## config.mk

```make
export PLATFORM = sky130hd
export DESIGN_NAME = t1ccx_tx
export DESIGN_NICKNAME = d
export VERILOG_FILES = /design/src/rtl/t1ccx_pkg.sv /design/src/rtl/t1ccx_slot_sel.sv /design/src/rtl/t1ccx_sig_ins.sv /design/src/rtl/t1ccx_zcs.sv /design/src/rtl/t1ccx_tx.sv
export SDC_FILE = /design/constraint.sdc
export NUM_CORES = 1
export LEC_CHECK = 0
export BUFFER_PORTS_ARGS = -buffer_cell sky130_fd_sc_hd__buf_2
export CORE_MARGIN = 8
export CORE_UTILIZATION = 41
export DETAILED_ROUTE_END_ITERATION = 10
export GPL_TIMING_DRIVEN = 0
export PLACE_DENSITY = 0.78
export SLEW_MARGIN = 20
export SYNTH_ARGS = -nofsm -noshare
export SYNTH_HDL_FRONTEND = slang
export SYNTH_SLANG_ARGS = --single-unit
```

## constraint.sdc

```tcl
create_clock -name clk -period 2.3 [get_ports clk]
set_input_delay 0 -clock clk [delete_from_list [all_inputs] [get_ports clk]]
set_output_delay 0 -clock clk [all_outputs]
set_load 0.02 [all_outputs]
```

## src/rtl/t1ccx_pkg.sv

```systemverilog
package t1ccx_pkg;
  localparam int OCT_W     = 8;
  localparam int FRM_W     = 4;
  localparam int FRAME_A   = 6;
  localparam int FRAME_B   = 12;
  localparam int SIG_POS   = 0;
  localparam int ZCS_POS   = 1;
  localparam int ALARM_POS = 6;

  typedef logic [OCT_W-1:0] octet_t;

  typedef struct packed {
    logic clear;
    logic in_range;
    logic a_bit;
    logic b_bit;
  } chan_info_t;
endpackage

```

## src/rtl/t1ccx_slot_sel.sv

```systemverilog
module t1ccx_slot_sel
  import t1ccx_pkg::*;
#(
  parameter int NCH    = 24,
  parameter int SLOT_W = 5
) (
  input  logic [SLOT_W-1:0] slot,
  input  logic [NCH-1:0]    mask,
  input  logic [NCH-1:0]    sig_a,
  input  logic [NCH-1:0]    sig_b,
  output chan_info_t        info
);
  logic [NCH-1:0] hit;

  genvar g;
  generate
    for (g = 0; g < NCH; g++) begin : g_dec
      assign hit[g] = (slot == SLOT_W'(g + 1));
    end
  endgenerate

  always_comb begin
    info.in_range = |hit;
    info.clear    = |(hit & mask);
    info.a_bit    = |(hit & sig_a);
    info.b_bit    = |(hit & sig_b);
  end
endmodule

```

## src/rtl/t1ccx_sig_ins.sv

```systemverilog
module t1ccx_sig_ins
  import t1ccx_pkg::*;
(
  input  octet_t            din,
  input  logic [FRM_W-1:0]  frame,
  input  logic              apply,
  input  logic              a_bit,
  input  logic              b_bit,
  output octet_t            dout
);
  logic is_a, is_b;

  always_comb begin
    is_a = (frame == FRM_W'(FRAME_A));
    is_b = (frame == FRM_W'(FRAME_B));
    dout = din;
    if (apply && is_a) dout[SIG_POS] = a_bit;
    else if (apply && is_b) dout[SIG_POS] = b_bit;
  end
endmodule

```

## src/rtl/t1ccx_zcs.sv

```systemverilog
module t1ccx_zcs
  import t1ccx_pkg::*;
(
  input  octet_t din,
  input  logic   apply,
  output octet_t dout
);
  always_comb begin
    dout = din;
    if (apply && (din == '0)) dout[ZCS_POS] = 1'b1;
  end
endmodule

```

## src/rtl/t1ccx_tx.sv

```systemverilog
module t1ccx_tx
  import t1ccx_pkg::*;
#(
  parameter int BANK_W = 8,
  parameter int NBANK  = 3,
  parameter int SLOT_W = 5
) (
  input  logic                    clk,
  input  logic                    rst_n,
  input  logic                    in_valid,
  output logic                    in_ready,
  input  logic [7:0]              in_octet,
  input  logic [SLOT_W-1:0]       in_slot,
  input  logic [3:0]              in_frame,
  input  logic [BANK_W*NBANK-1:0] sig_a,
  input  logic [BANK_W*NBANK-1:0] sig_b,
  input  logic [BANK_W-1:0]       clr_bank0,
  input  logic [BANK_W-1:0]       clr_bank1,
  input  logic [BANK_W-1:0]       clr_bank2,
  input  logic                    sig_en,
  input  logic                    zcs_en,
  input  logic                    ralarm,
  output logic                    out_valid,
  input  logic                    out_ready,
  output logic [7:0]              out_octet
);
  localparam int NCH = BANK_W * NBANK;

  logic [NCH-1:0] mask;
  chan_info_t     info;
  octet_t         after_sig, after_zcs, final_oct;
  logic           modify_ok;
  logic           take;

  assign mask = {clr_bank2, clr_bank1, clr_bank0};

  t1ccx_slot_sel #(.NCH(NCH), .SLOT_W(SLOT_W)) u_sel (
    .slot  (in_slot),
    .mask  (mask),
    .sig_a (sig_a),
    .sig_b (sig_b),
    .info  (info)
  );

  assign modify_ok = info.in_range && !info.clear;

  t1ccx_sig_ins u_sig (
    .din   (in_octet),
    .frame (in_frame),
    .apply (modify_ok && sig_en),
    .a_bit (info.a_bit),
    .b_bit (info.b_bit),
    .dout  (after_sig)
  );

  t1ccx_zcs u_zcs (
    .din   (after_sig),
    .apply (modify_ok && zcs_en),
    .dout  (after_zcs)
  );

  always_comb begin
    final_oct = after_zcs;
    if (ralarm) final_oct[ALARM_POS] = 1'b0;
  end

  assign in_ready = !out_valid || out_ready;
  assign take     = in_valid && in_ready;

  always_ff @(posedge clk) begin
    if (!rst_n) begin
      out_valid <= 1'b0;
      out_octet <= '0;
    end else begin
      if (take) begin
        out_valid <= 1'b1;
        out_octet <= final_oct;
      end else if (out_ready) begin
        out_valid <= 1'b0;
      end
    end
  end
endmodule

```

==> results.ini <==
[power_and_ir_drop]
p_int_uw = 380
combPwrFrac = 0.503
power_density_nw_per_um2 = 286
switching_share = 0.343
peakVddDrop_mv = 0.113
power.switching_uw = 199
clockPowerShare = 0.205
p_leak_uw = 0.000953
pwr-share-seq = 0.292

[final_layout]
mostFrequentLayoutCell = buf_2
nets = 386
fin_util = 0.611
syn2layout_area_growth_pct = 45.1
layout-drive-gt1-share = 0.464
final_cell_mix = buf_2 (111), nand2_1 (17), nand3b_1 (13)
diodes = 0

[job]
cap_violations = 0

[clock_tree]
cts_root_buffer = clkbuf_4
cts_resized = 0
clock-sinks = 9
cts-buffers-inserted = 3
htreeDepth = 1
cts.path.max_buffers = 2
clk_latency_ns = 0.26
cts.clk_slew.worst_paths_ns = 0.06
cts_tree = done

[sta]
max_freq_mhz = 608
tns_ns = 0
setup_ws_ns = 0.655
post-route-min-period_ns = 1.65
whs_ns = 0.0123
finalMaxSlewViolations = 0
setup_viol = 0
clock_skew_ns = 0.00109
rsz0062_at_grt = no
relSlewSlack = 0.561
tightest_slew_ns = 0.650
finalCritPeriodShare = 0.715
finalHoldViolCount = 0

[route]
wl_mm = 5.31
ant_nets = 0
post_drt_wl_per_cell_um = 15.9
vias = 1851
via_per_inst = 5.53
drc = 0
drt-initial-drc-count = 68
detail_route.first_pass.iterations = 4

[worst_setup_path]
cp-end-kind = register
reg2reg_depth = 7
critPathSlowestCell = o41ai_1
crit_chain = buf_2, buf_2, buf_2, nor2_2, a22oi_1, o41ai_1, nor4_4, a221oi_1, a21boi_1
cpMostUsedCell = buf_2
reg2reg_to = out_octet[1]$_SDFFE_PN0P_
r2r_start = out_valid$_SDFFE_PN0P_
crit_type = input pin to register
critPathMaxFanout = 10
r2r_setup_slack_ns = 0.73
max_stage_delay_ns = 0.55
critical_path.startpoint_type = input pin
cp.arrival_ns = 1.79
required_ns = 2.45

[grt]
grt_pass1_wl_mm = 8.41
grt_overflow_total = 0
grt_max_degree = 11
antenna_found_initial = 0
grtUsageTotal = 0.191
first_global_vias = 1978

[logic_synthesis]
synth_seq_cells = 9
syn_area_um2 = 1400
synth_cell_types = 60
synthArstFlopShare = 0
syn_inst = 179
synth_fp_nets = 275
synth_edf_count = 0
avgSynthCellArea_um2 = 7.79
yosysSeqAreaShare = 0.129
synth_ff_type = dfxtp_1
ys_warn_count = 0

[placement]
port_buffers = 103
gp_congestion = 0.970
hpwl_mm = 4.36
place_ws_ns = 0.397

[die]
die-height_um = 74.3
rows = 21
ioPinCount = 106
core_area_um2 = 3310
die_x_um = 74.3
die_area_um2 = 5520
initial_core_util = 0.421

[status]
status = completed

[min_path]
hold_start = in_octet[4]
hold-path-cell-count = 3
hp-class = input pin to register
min_to = out_octet[4]$_SDFFE_PN0P_

[kinds of logic (layout without fill, tap and decap cells)]
| logic type | Yosys count | in the layout | share of synthesized area |
|---|---|---|---|
| AND/OR/NAND/NOR | 85 | 85 | 0.400 |
| AO/OA/AOI/OAI | 45 | 45 | 0.240 |
| buffers and inverters | 24 | 134 | 0.0852 |
| multiplexers | 15 | 15 | 0.139 |
| flip-flops | 9 | 9 | 0.129 |
| XOR/XNOR | 1 | 1 | 0.00628 |
[power by group through the flow]
| stage | Clock, µW | Sequential, µW | Combinational (µW) |
|---|---|---|---|
| floorplan | 0 | 184 | 149 |
| global placement | 0 | 172 | 282 |
| detailed placement | 0 | 173 | 285 |
| CTS | 126 | 169 | 290 |
| global route | 133 | 170 | 319 |
| finish | 119 | 169 | 291 |
[Yosys cell counts (4+ instances only)]
library cell  number  area (µm²)
mux2_2             5        56.3
a21boi_0           8        60.1
buf_2              8        40.0
nor4_1             4        25.0
nand2_1           17        63.8
clkbuf_1           4        15.0
nand4_1            4        25.0
mux2i_1            7        70.1
nand3b_1          13        97.6
nand2b_1           5        31.3
nor2_1             5        18.8
a21oi_1            5        25.0
dfxtp_1            9         180
nand3_1            5        25.0
inv_1              8        30.0
o21ai_0            6        30.0
[stage by stage]
step	instance area, µm²	power, µW	cells
floorplan	1400	333	179
global placement	1970	454	328
detailed placement	1970	458	328
CTS	2020	585	335
global route	2020	622	335
finish	2020	579	335
[sequential cells by signal, summed over array words and instances (netlist names)]
name,flops
out_valid,1
out_octet,8
[cell type report]
| cell class | count | area (µm²) |
|---|---|---|
| fillers | 342 | 1290 |
| multi-input cells | 146 | 1100 |
| repair buffers | 106 | 546 |
| flip-flops and latches | 9 | 180 |
| plain buffers | 16 | 88.8 |
| well taps | 46 | 57.6 |
| inverters | 8 | 30.0 |
| clock buffers | 4 | 26.3 |
[worst max path at each step]
stage	start	to	slack (ns)	cells past startpoint
floorplan	out_valid$_SDFFE_PN0P_	out_octet[1]$_SDFFE_PN0P_	0.65	7
global placement	in_slot[3]	out_octet[1]$_SDFFE_PN0P_	0.41	9
detailed placement	in_slot[3]	out_octet[1]$_SDFFE_PN0P_	0.40	9
CTS	in_slot[3]	out_octet[1]$_SDFFE_PN0P_	0.67	9
global route	in_slot[4]	out_octet[1]$_SDFFE_PN0P_	0.50	8
finish	in_slot[3]	out_octet[1]$_SDFFE_PN0P_	0.65	9
[metal layers]
metal	vias up	global-route usage	part of all wire
li1	911	-	-
met1	836	0.213	0.39
met2	100	0.335	0.49
met3	4	0.0539	0.12
met4	0	0.0739	0.0051
met5	-	0	0
[critical path, delay by kind of cell]
| kind | cells | cell delay [ns] |
|---|---|---|
| AO/OA/AOI/OAI | 4 | 1.01 |
| AND/OR/NAND/NOR | 2 | 0.30 |
| buffers and inverters | 3 | 0.48 |
[what timing repair did]
item	CTS	global route
hold buffers	3	0
hold endpoints to repair	3	0
setup buffers	0	0
No activity file was read; power rests on OpenSTA's default activity.
